<file path="src/rtl/abort_filter_pkg.sv">
`timescale 1ns/1ps
package abort_filter_pkg;

  typedef enum logic [1:0] {
    KIND_POSTED    = 2'd0,
    KIND_NONPOSTED = 2'd1,
    KIND_CPL       = 2'd2,
    KIND_UNUSED    = 2'd3
  } txnKind_e;

  localparam logic [2:0] CPL_STATUS_UR = 3'b001;

  // Strobes from the control module to the datapath.
  typedef struct packed {
    logic captureHdr;   // first beat accepted: latch header
    logic issueCpl;     // last beat of blocked non-posted accepted
    logic dropDone;     // last beat of blocked posted accepted
    logic useCaptured;  // current beat is not the first one
  } filterStrobe_t;

endpackage

</file>
<file path="src/rtl/abort_filter_ctrl.sv">
`timescale 1ns/1ps
module abort_filter_ctrl
  import abort_filter_pkg::*;
#(
  parameter int REG_W = 32
) (
  input  logic             clk,
  input  logic             rst,
  input  logic             nativeMode,
  input  logic             cfgWrite,
  input  logic             cfgAddr,
  input  logic [REG_W-1:0] cfgWdata,
  output logic [REG_W-1:0] cfgRdata,
  input  logic             resetDoneEvent,
  input  logic             inValid,
  input  logic [1:0]       inKind,
  input  logic             inLast,
  output logic             inReady,
  output logic             fwdValid,
  input  logic             fwdReady,
  input  logic             cplBusy,
  output filterStrobe_t    strobe,
  output logic             pktActive
);

  localparam logic ADDR_CTRL = 1'b0;
  localparam logic ADDR_ACK  = 1'b1;

  logic       abortQ;
  logic       ackQ;
  logic       pktActiveQ;
  logic       pktBlockQ;
  logic [1:0] pktKindQ;

  logic       firstBeat;
  logic       blockFresh;
  logic       blockNow;
  logic [1:0] kindNow;
  logic       isNonPosted;
  logic       accept;

  // Configuration words
  always_ff @(posedge clk) begin
    if (rst) begin
      abortQ <= 1'b1;
      ackQ   <= 1'b0;
    end else begin
      if (cfgWrite && cfgAddr == ADDR_CTRL) abortQ <= cfgWdata[0];
      if (resetDoneEvent) ackQ <= 1'b1;
      else if (cfgWrite && cfgAddr == ADDR_ACK && cfgWdata[0]) ackQ <= 1'b0;
    end
  end

  always_comb begin
    cfgRdata    = '0;
    cfgRdata[0] = (cfgAddr == ADDR_ACK) ? ackQ : abortQ;
  end

  // Per-transaction decision
  always_comb begin
    firstBeat   = !pktActiveQ;
    blockFresh  = abortQ && !nativeMode && (inKind != KIND_CPL);
    blockNow    = firstBeat ? blockFresh : pktBlockQ;
    kindNow     = firstBeat ? inKind : pktKindQ;
    isNonPosted = (kindNow == KIND_NONPOSTED);
    if (!blockNow)                inReady = fwdReady;
    else if (isNonPosted && inLast) inReady = !cplBusy;
    else                          inReady = 1'b1;
    fwdValid = inValid && !blockNow;
    accept   = inValid && inReady;
  end

  always_ff @(posedge clk) begin
    if (rst) begin
      pktActiveQ <= 1'b0;
      pktBlockQ  <= 1'b0;
      pktKindQ   <= 2'd0;
    end else if (accept) begin
      pktActiveQ <= !inLast;
      if (firstBeat) begin
        pktBlockQ <= blockFresh;
        pktKindQ  <= inKind;
      end
    end
  end

  always_comb begin
    strobe.captureHdr  = accept && firstBeat;
    strobe.issueCpl    = accept && inLast && blockNow && isNonPosted;
    strobe.dropDone    = accept && inLast && blockNow && !isNonPosted;
    strobe.useCaptured = !firstBeat;
  end

  assign pktActive = pktActiveQ;

endmodule

</file>
<file path="src/rtl/abort_filter_dpath.sv">
`timescale 1ns/1ps
module abort_filter_dpath
  import abort_filter_pkg::*;
#(
  parameter int REQ_ID_W = 16,
  parameter int TAG_W    = 8,
  parameter int DATA_W   = 32,
  parameter int CNT_W    = 16
) (
  input  logic                clk,
  input  logic                rst,
  input  filterStrobe_t       strobe,
  input  logic [1:0]          inKind,
  input  logic [REQ_ID_W-1:0] inReqId,
  input  logic [TAG_W-1:0]    inTag,
  input  logic [DATA_W-1:0]   inData,
  input  logic                inLast,
  output logic [1:0]          fwdKind,
  output logic [REQ_ID_W-1:0] fwdReqId,
  output logic [TAG_W-1:0]    fwdTag,
  output logic [DATA_W-1:0]   fwdData,
  output logic                fwdLast,
  output logic                cplValid,
  input  logic                cplReady,
  output logic [REQ_ID_W-1:0] cplReqId,
  output logic [TAG_W-1:0]    cplTag,
  output logic [2:0]          cplStatus,
  output logic                cplBusy,
  output logic [CNT_W-1:0]    dropCount,
  output logic [CNT_W-1:0]    urCount
);

  logic [REQ_ID_W-1:0] hdrReqIdQ;
  logic [TAG_W-1:0]    hdrTagQ;
  logic [REQ_ID_W-1:0] hdrReqIdSel;
  logic [TAG_W-1:0]    hdrTagSel;
  logic                cplValidQ;
  logic [REQ_ID_W-1:0] cplReqIdQ;
  logic [TAG_W-1:0]    cplTagQ;
  logic [2:0]          cplStatusQ;
  logic [CNT_W-1:0]    dropCntQ;
  logic [CNT_W-1:0]    urCntQ;

  // Forwarding is a straight pass of the beat fields.
  assign fwdKind  = inKind;
  assign fwdReqId = inReqId;
  assign fwdTag   = inTag;
  assign fwdData  = inData;
  assign fwdLast  = inLast;

  always_ff @(posedge clk) begin
    if (rst) begin
      hdrReqIdQ <= '0;
      hdrTagQ   <= '0;
    end else if (strobe.captureHdr) begin
      hdrReqIdQ <= inReqId;
      hdrTagQ   <= inTag;
    end
  end

  assign hdrReqIdSel = strobe.useCaptured ? hdrReqIdQ : inReqId;
  assign hdrTagSel   = strobe.useCaptured ? hdrTagQ   : inTag;

  // One-entry completion slot
  always_ff @(posedge clk) begin
    if (rst) begin
      cplValidQ  <= 1'b0;
      cplReqIdQ  <= '0;
      cplTagQ    <= '0;
      cplStatusQ <= '0;
    end else if (strobe.issueCpl) begin
      cplValidQ  <= 1'b1;
      cplReqIdQ  <= hdrReqIdSel;
      cplTagQ    <= hdrTagSel;
      cplStatusQ <= CPL_STATUS_UR;
    end else if (cplValidQ && cplReady) begin
      cplValidQ  <= 1'b0;
    end
  end

  always_ff @(posedge clk) begin
    if (rst) begin
      dropCntQ <= '0;
      urCntQ   <= '0;
    end else begin
      if (strobe.dropDone) dropCntQ <= dropCntQ + 1'b1;
      if (strobe.issueCpl) urCntQ   <= urCntQ + 1'b1;
    end
  end

  assign cplValid  = cplValidQ;
  assign cplReqId  = cplReqIdQ;
  assign cplTag    = cplTagQ;
  assign cplStatus = cplStatusQ;
  assign cplBusy   = cplValidQ;
  assign dropCount = dropCntQ;
  assign urCount   = urCntQ;

endmodule

</file>
<file path="src/rtl/inbound_abort_filter.sv">
`timescale 1ns/1ps
module inbound_abort_filter
  import abort_filter_pkg::*;
#(
  parameter int REQ_ID_W = 16,
  parameter int TAG_W    = 8,
  parameter int DATA_W   = 32,
  parameter int CNT_W    = 16,
  parameter int REG_W    = 32
) (
  input  logic                clk,
  input  logic                rst,
  input  logic                nativeMode,
  input  logic                cfgWrite,
  input  logic                cfgAddr,
  input  logic [REG_W-1:0]    cfgWdata,
  output logic [REG_W-1:0]    cfgRdata,
  input  logic                resetDoneEvent,
  input  logic                inValid,
  output logic                inReady,
  input  logic [1:0]          inKind,
  input  logic [REQ_ID_W-1:0] inReqId,
  input  logic [TAG_W-1:0]    inTag,
  input  logic [DATA_W-1:0]   inData,
  input  logic                inLast,
  output logic                fwdValid,
  input  logic                fwdReady,
  output logic [1:0]          fwdKind,
  output logic [REQ_ID_W-1:0] fwdReqId,
  output logic [TAG_W-1:0]    fwdTag,
  output logic [DATA_W-1:0]   fwdData,
  output logic                fwdLast,
  output logic                cplValid,
  input  logic                cplReady,
  output logic [REQ_ID_W-1:0] cplReqId,
  output logic [TAG_W-1:0]    cplTag,
  output logic [2:0]          cplStatus,
  output logic [CNT_W-1:0]    dropCount,
  output logic [CNT_W-1:0]    urCount
);

  filterStrobe_t strobe;
  logic          cplBusy;
  logic          pktActive;

  abort_filter_ctrl #(.REG_W(REG_W)) u_ctrl (
    .clk(clk), .rst(rst), .nativeMode(nativeMode),
    .cfgWrite(cfgWrite), .cfgAddr(cfgAddr), .cfgWdata(cfgWdata),
    .cfgRdata(cfgRdata), .resetDoneEvent(resetDoneEvent),
    .inValid(inValid), .inKind(inKind), .inLast(inLast), .inReady(inReady),
    .fwdValid(fwdValid), .fwdReady(fwdReady), .cplBusy(cplBusy),
    .strobe(strobe), .pktActive(pktActive)
  );

  abort_filter_dpath #(
    .REQ_ID_W(REQ_ID_W), .TAG_W(TAG_W), .DATA_W(DATA_W), .CNT_W(CNT_W)
  ) u_dpath (
    .clk(clk), .rst(rst), .strobe(strobe),
    .inKind(inKind), .inReqId(inReqId), .inTag(inTag), .inData(inData),
    .inLast(inLast),
    .fwdKind(fwdKind), .fwdReqId(fwdReqId), .fwdTag(fwdTag),
    .fwdData(fwdData), .fwdLast(fwdLast),
    .cplValid(cplValid), .cplReady(cplReady), .cplReqId(cplReqId),
    .cplTag(cplTag), .cplStatus(cplStatus), .cplBusy(cplBusy),
    .dropCount(dropCount), .urCount(urCount)
  );

endmodule

</file>
<file path="config.mk">
export PLATFORM = sky130hd
export DESIGN_NAME = inbound_abort_filter
export DESIGN_NICKNAME = d
export VERILOG_FILES = /design/src/rtl/abort_filter_pkg.sv /design/src/rtl/abort_filter_ctrl.sv /design/src/rtl/abort_filter_dpath.sv /design/src/rtl/inbound_abort_filter.sv
export SDC_FILE = /design/constraint.sdc
export NUM_CORES = 1
export LEC_CHECK = 0
export CAP_MARGIN = 20
export CORE_MARGIN = 5
export CORE_UTILIZATION = 60
export CTS_BUF_LIST = sky130_fd_sc_hd__clkbuf_16
export CTS_CLUSTER_DIAMETER = 30
export CTS_CLUSTER_SIZE = 12
export DETAILED_ROUTE_END_ITERATION = 12
export DONT_BUFFER_PORTS = 1
export PLACE_DENSITY_LB_ADDON = 0.1
export SYNTH_ARGS = -nofsm -noshare
export SYNTH_HDL_FRONTEND = slang
export SYNTH_SLANG_ARGS = --single-unit
</file>
<file path="constraint.sdc">
create_clock -name clk -period 3.9 [get_ports clk]
set_clock_uncertainty 0.1 [all_clocks]
set_input_delay 0.195 -clock clk [delete_from_list [all_inputs] [get_ports clk]]
set_output_delay 0.195 -clock clk [all_outputs]
set_load 0.005 [all_outputs]
</file>
-- After elaboration in Yosys (flattened, before gate mapping)
Cells that the tools add are included.
Widths: inputs -> output; s select.
- add/sub/neg operators: 2
- eq/ne operators: 2
- muxes and demuxes: 11
- bitwise operators: 1
- reduce and logical (&&, ||, !) cells: 22
- operator list (operator ; number):
    $add 16x1->16 const B ; 2
    $mux 16 ; 1
    $logic_and 1x1->1 ; 14
    $mux 1 ; 8
    $mux 8 ; 1
    $logic_not 1->1 ; 6
    $reduce_bool 2->1 ; 2
    $eq 2x1->1 const B ; 1
    $mux 2 ; 1
    $ne 2x2->1 const B ; 1
    $not 1->1 ; 1
- flip-flop bits (word level): 88
- bits of input ports: 100
- word-level logic and storage cells: 51

-- Longest topological paths before layout
- word-level depth: 10
- mapped depth: 7

-- Cells and area by module
Synthesis repeated with hierarchy kept, for this count alone.
- cells, all modules: 496
- area, all modules: 4520.6 um^2
- by module, submodules not included (module ; times used ; cells an instance ; area an instance (um^2) ; seq. area each (um^2)):
    abort_filter_dpath ; 1 ; 417 ; 3861.2 ; 1641.6
    abort_filter_ctrl ; 1 ; 79 ; 659.4 ; 120.1

-- Worst setup path before layout
OpenSTA, ideal clock, no wires.
- kind: flip-flop to flip-flop
- from: reg u_ctrl.pktActiveQ (netlist: u_ctrl.pktActive)
- to: reg u_dpath.urCntQ[15] (netlist: u_dpath.urCount[15])
- arrival: 1.832 ns
- data required time: 3.730 ns
- path slack: 1.898 ns
- cell stages (with the launch flop): 7
- buffers on the path: 2
- clock period less this slack: 2.002 ns
- path through: dfxtp_1 -> buf_6 -> or3b_4 -> a211o_1 -> buf_6 -> or4_1 -> a21oi_1
- word-level cells in the longest chain between the ends: 9
- ends and longest elaborated chain (element ; RTL line ; source):
    start: declaration ; abort_filter_ctrl.sv:31 ; logic pktActiveQ;
    start signal: assignment ; abort_filter_ctrl.sv:79 ; pktActiveQ <= !inLast;
    $mux 2 ; abort_filter_ctrl.sv:64 ; kindNow = firstBeat ? inKind : pktKindQ;
    $eq 2x1->1 ; abort_filter_ctrl.sv:65 ; isNonPosted = (kindNow == KIND_NONPOSTED);
    $logic_and 1x1->1 ; abort_filter_ctrl.sv:67 ; else if (isNonPosted && inLast) inReady = !cplBusy;
    $mux 1 ; abort_filter_ctrl.sv:67 ;
    $mux 1 ; abort_filter_ctrl.sv:66 ; if (!blockNow) inReady = fwdReady;
    $logic_and 1x1->1 ; abort_filter_ctrl.sv:70 ; accept = inValid && inReady;
    $logic_and 1x1->1 (2 in series) ; abort_filter_ctrl.sv:89 ; strobe.issueCpl = accept && inLast && blockNow && isNonPosted;
    $logic_and 1x1->1 * ; abort_filter_ctrl.sv:89 ;
    end signal: assignment ; abort_filter_dpath.sv:87 ; if (strobe.issueCpl) urCntQ <= urCntQ + 1'b1;
    end: declaration ; abort_filter_dpath.sv:42 ; logic [CNT_W-1:0] urCntQ;
Every way passes the cells marked *; elsewhere a longest branch is shown, timed or not.
A chain may end at the register's enable or synchronous reset.

-- Worst setup path in the final report
- from: reg u_ctrl.pktActiveQ (netlist: u_ctrl.pktActive)
- to: reg u_dpath.hdrReqIdQ[8]
- word-level cells in the longest chain between the ends: 7
- ends and longest elaborated chain (element ; RTL line ; source):
    $mux 2 ; abort_filter_ctrl.sv:64 ;
    $eq 2x1->1 ; abort_filter_ctrl.sv:65 ;
    $logic_and 1x1->1 ; abort_filter_ctrl.sv:67 ;
    $mux 1 ; abort_filter_ctrl.sv:67 ;
    $mux 1 ; abort_filter_ctrl.sv:66 ;
    $logic_and 1x1->1 ; abort_filter_ctrl.sv:70 ;
    $logic_and 1x1->1 * ; abort_filter_ctrl.sv:88 ; strobe.captureHdr = accept && firstBeat;
    end signal: assignment ; abort_filter_dpath.sv:56 ; hdrReqIdQ <= inReqId;
    end: declaration ; abort_filter_dpath.sv:33 ; logic [REQ_ID_W-1:0] hdrReqIdQ;
Marked as above.

==> metrics.md <==
| Metric | Value |
|---|---|
| PD cells | `408.3 nW/um^2` |
| Wire length of the first global-routing pass | `17390 um` |
| Max Slew Vio Count | `0` |
| Most frequent CP cell | `buf_4` |
| Num rows | `32` |
| Status | `finished with violations` |
| HP Class | `in -> reg` |
| PortBufs | `0` |
| Crit path cell chain | `o31a_1 -> buf_4 -> o2111a_2 -> buf_4 -> mux2i_1` |
| H-tree levels | `3` |
| Setup crit end kind | `flip-flop` |
| Ys async rst share | `0` |
| Final hold viol count | `1` |
| Worst vdd ir | `261.6 uV` |
| RePlAce Congestion | `0.7548` |
| Cell leakage power | `1.741 nW` |
| Remaining Overflow, GRT | `0` |
| Post-synthesis cell area | `4818 sq um` |
| Vias in the first global route | `3409` |
| Die Ht | `99.62 um` |
| CP max FO | `26` |
| Yosys warnings | `0` |
| Rel. slew slack | `0.3118` |
| Fmax | `381.6 MHz` |
| Seq/Total Area, Yosys | `0.3656` |
| Max stage delay cell, worst path | `dfxtp_2` |
| Number of synthesized register bits | `88` |
| Area grow syn2layout | `2.623%` |
| CTS tree | `done` |
| Setup CP Type | `reg -> reg` |
| Tcrit/Tclk final | `0.6720` |
| Final wirelength | `11040 um` |
| Vias | `3675` |
| Arr. time, crit path | `2.78 ns` |
| Setup-failing EPs final | `0` |
| Clk sink count | `88` |
| Final setup margin | `1.279 ns` |
| Postcts setup bufs | `0` |
| Detail Route Antenna Nets | `0` |
| Required time of the critical path | `4.06 ns` |
| Routed len/inst | `18.01 um` |
| Final nets | `608` |
| Setup_tns | `0 ns` |
| Dpl hpwl | `6793 um` |
| DR vias/cell | `5.995` |
| Initial drt markers | `169` |
| Critical path's top delay family | `compound AO/OA/AOI/OAI gates` |
| Die area | `9923 sq um` |
| GR Util All Layers | `0.2149` |
| Diodes inserted | `0` |
| Post-CTS sizing | `0` |
| Minimum clock period | `2.621 ns` |
| Commonest non-fill, non-tap cells in the layout | `dfxtp_1, nand2_1, mux2i_1` |
| CTS Buffer Depth | `2` |
| Synth cell types | `49` |
| Max incr delay on CP | `0.66 ns` |
| Cell count after synthesis | `551` |
| Largest net degree at the start of global routing | `64` |
| Post-CTS Hold Fix Bufs | `34` |
| Share of post-route cells with drive strength above 1 | `0.08023` |
| RSZ-0062 raised after global routing | `false` |
| DR pass1 iterations | `4` |
| Top FF cell, synth | `dfxtp_1` |
| Dpl ws | `1.296 ns` |
| Root Buffer | `clkbuf_16` |
| Initial Utilization | `0.6203` |
| Boundary pin count | `253` |
| Crit path buf inv count | `2` |
| Die width | `99.62 um` |
| Area of the core | `7767 sq um` |
| DRC Markers | `0` |
| Initial antenna violation count | `0` |
| Worst Max-Slew Pin Slew | `1.031 ns` |
| CTS Buf Count | `9` |
| Reg clk slew, reported paths | `0.06 ns` |
| Worst setup SP type | `flip-flop` |
| Syn avg cell area | `8.745 sq um` |
| Failing checks | `hold timing` |
| Latest clock arrival within the worst-skew pair | `0.34 ns` |
| Number of flops mapped to enable cells by yosys | `0` |
| Max-cap violations | `0` |
| Leading cell type in the layout, fill and taps excluded | `dfxtp_1` |
| Hold slack | `-0.0003997 ns` |
[metal layers]
layer | global-route usage | share of wire | up-vias | wire (um)
met3 | 0.06942 | 0.074 | 22 | 816
met2 | 0.3559 | 0.49 | 117 | 5426
met4 | 0.07248 | 0.014 | 0 | 155
met5 | 0 | 0 | - | 0
li1 | - | - | 1782 | -
met1 | 0.2633 | 0.42 | 1754 | 4642
[through the flow]
step	area, sq um	std cells	total power [mW]	utilization
5_1_grt	4945	613	2.102	0.6366
4_1_cts	4935	612	2.027	0.6353
6_report	4945	613	2.019	0.6366
3_3_place_gp	4265	561	1.122	0.5491
2_1_floorplan	4938	583	1.178	-
3_5_place_dp	4280	562	1.128	0.5511
[synth_stat cells, drive strengths merged, types with 10 or more instances]
master | number | area [sq um]
buf | 103 | 754.5
o21ai | 10 | 50.05
nand2 | 65 | 244.0
a211oi | 24 | 180.2
mux2i | 51 | 510.5
nand3 | 12 | 60.06
a21oi | 49 | 245.2
or4 | 12 | 90.09
dfxtp | 88 | 1762
o31ai | 14 | 110.1
clkbuf | 26 | 97.59
[cell type report]
type / count / area [sq um]
Clock buffer: 9 / 225.2
Tap cell: 102 / 127.6
Timing Repair Buffer: 41 / 420.4
Fill cell: 682 / 2823
Inverter: 5 / 18.77
Sequential cell: 88 / 1763
Clock inverter: 7 / 71.32
Multi-Input combinational cell: 361 / 2318
[cell families (layout without fill, tap and decap cells)]
logic type,Yosys count,after routing,synth area share
and+or+nand+nor,143,143,0.1555
AOI/OAI and AO/OA,128,128,0.1774
adders and majority gates,2,2,0.005193
other,1,33,0.0007783
DFF,88,88,0.3656
xor gates and xnor gates,1,1,0.001818
buffers and inverters,134,62,0.1807
muxes,54,54,0.1130
[flip-flops by register name, summed over array words and instances (netlist names)]
register           count
u_ctrl.pktActive       1
u_dpath.hdrTagQ        8
u_dpath.urCount       16
u_dpath.dropCount     16
u_dpath.cplReqId      16
u_dpath.cplStatus      1
u_ctrl.pktKindQ        2
u_ctrl.pktBlockQ       1
u_dpath.hdrReqIdQ     16
u_dpath.cplTag         8
u_ctrl.ackQ            1
u_ctrl.abortQ          1
u_dpath.cplBusy        1
[power by group]
group	internal, mW	leakage (nW)	switching (mW)
clock	0.498	0.144	0.368
sequential	0.925	0.714	0.0225
combinational	0.0895	0.883	0.117
total	1.51	1.74	0.507
[worst paths after layout]
kind | start | to | slack (ns) | cells after the start
worst max-delay path | u_ctrl.pktActive | u_dpath.hdrReqIdQ[8] | 1.28 | 5
worst min register to register | u_dpath.hdrReqIdQ[12] | u_dpath.hdrReqIdQ[12] | 0.36 | 2
worst min-delay path | inReqId[12] | u_dpath.cplReqId[12] | -0.0004 | 2
worst max register to register | u_ctrl.pktActive | u_dpath.hdrReqIdQ[8] | 1.28 | 5
Note: power is estimated with default switching activity, not from simulation.
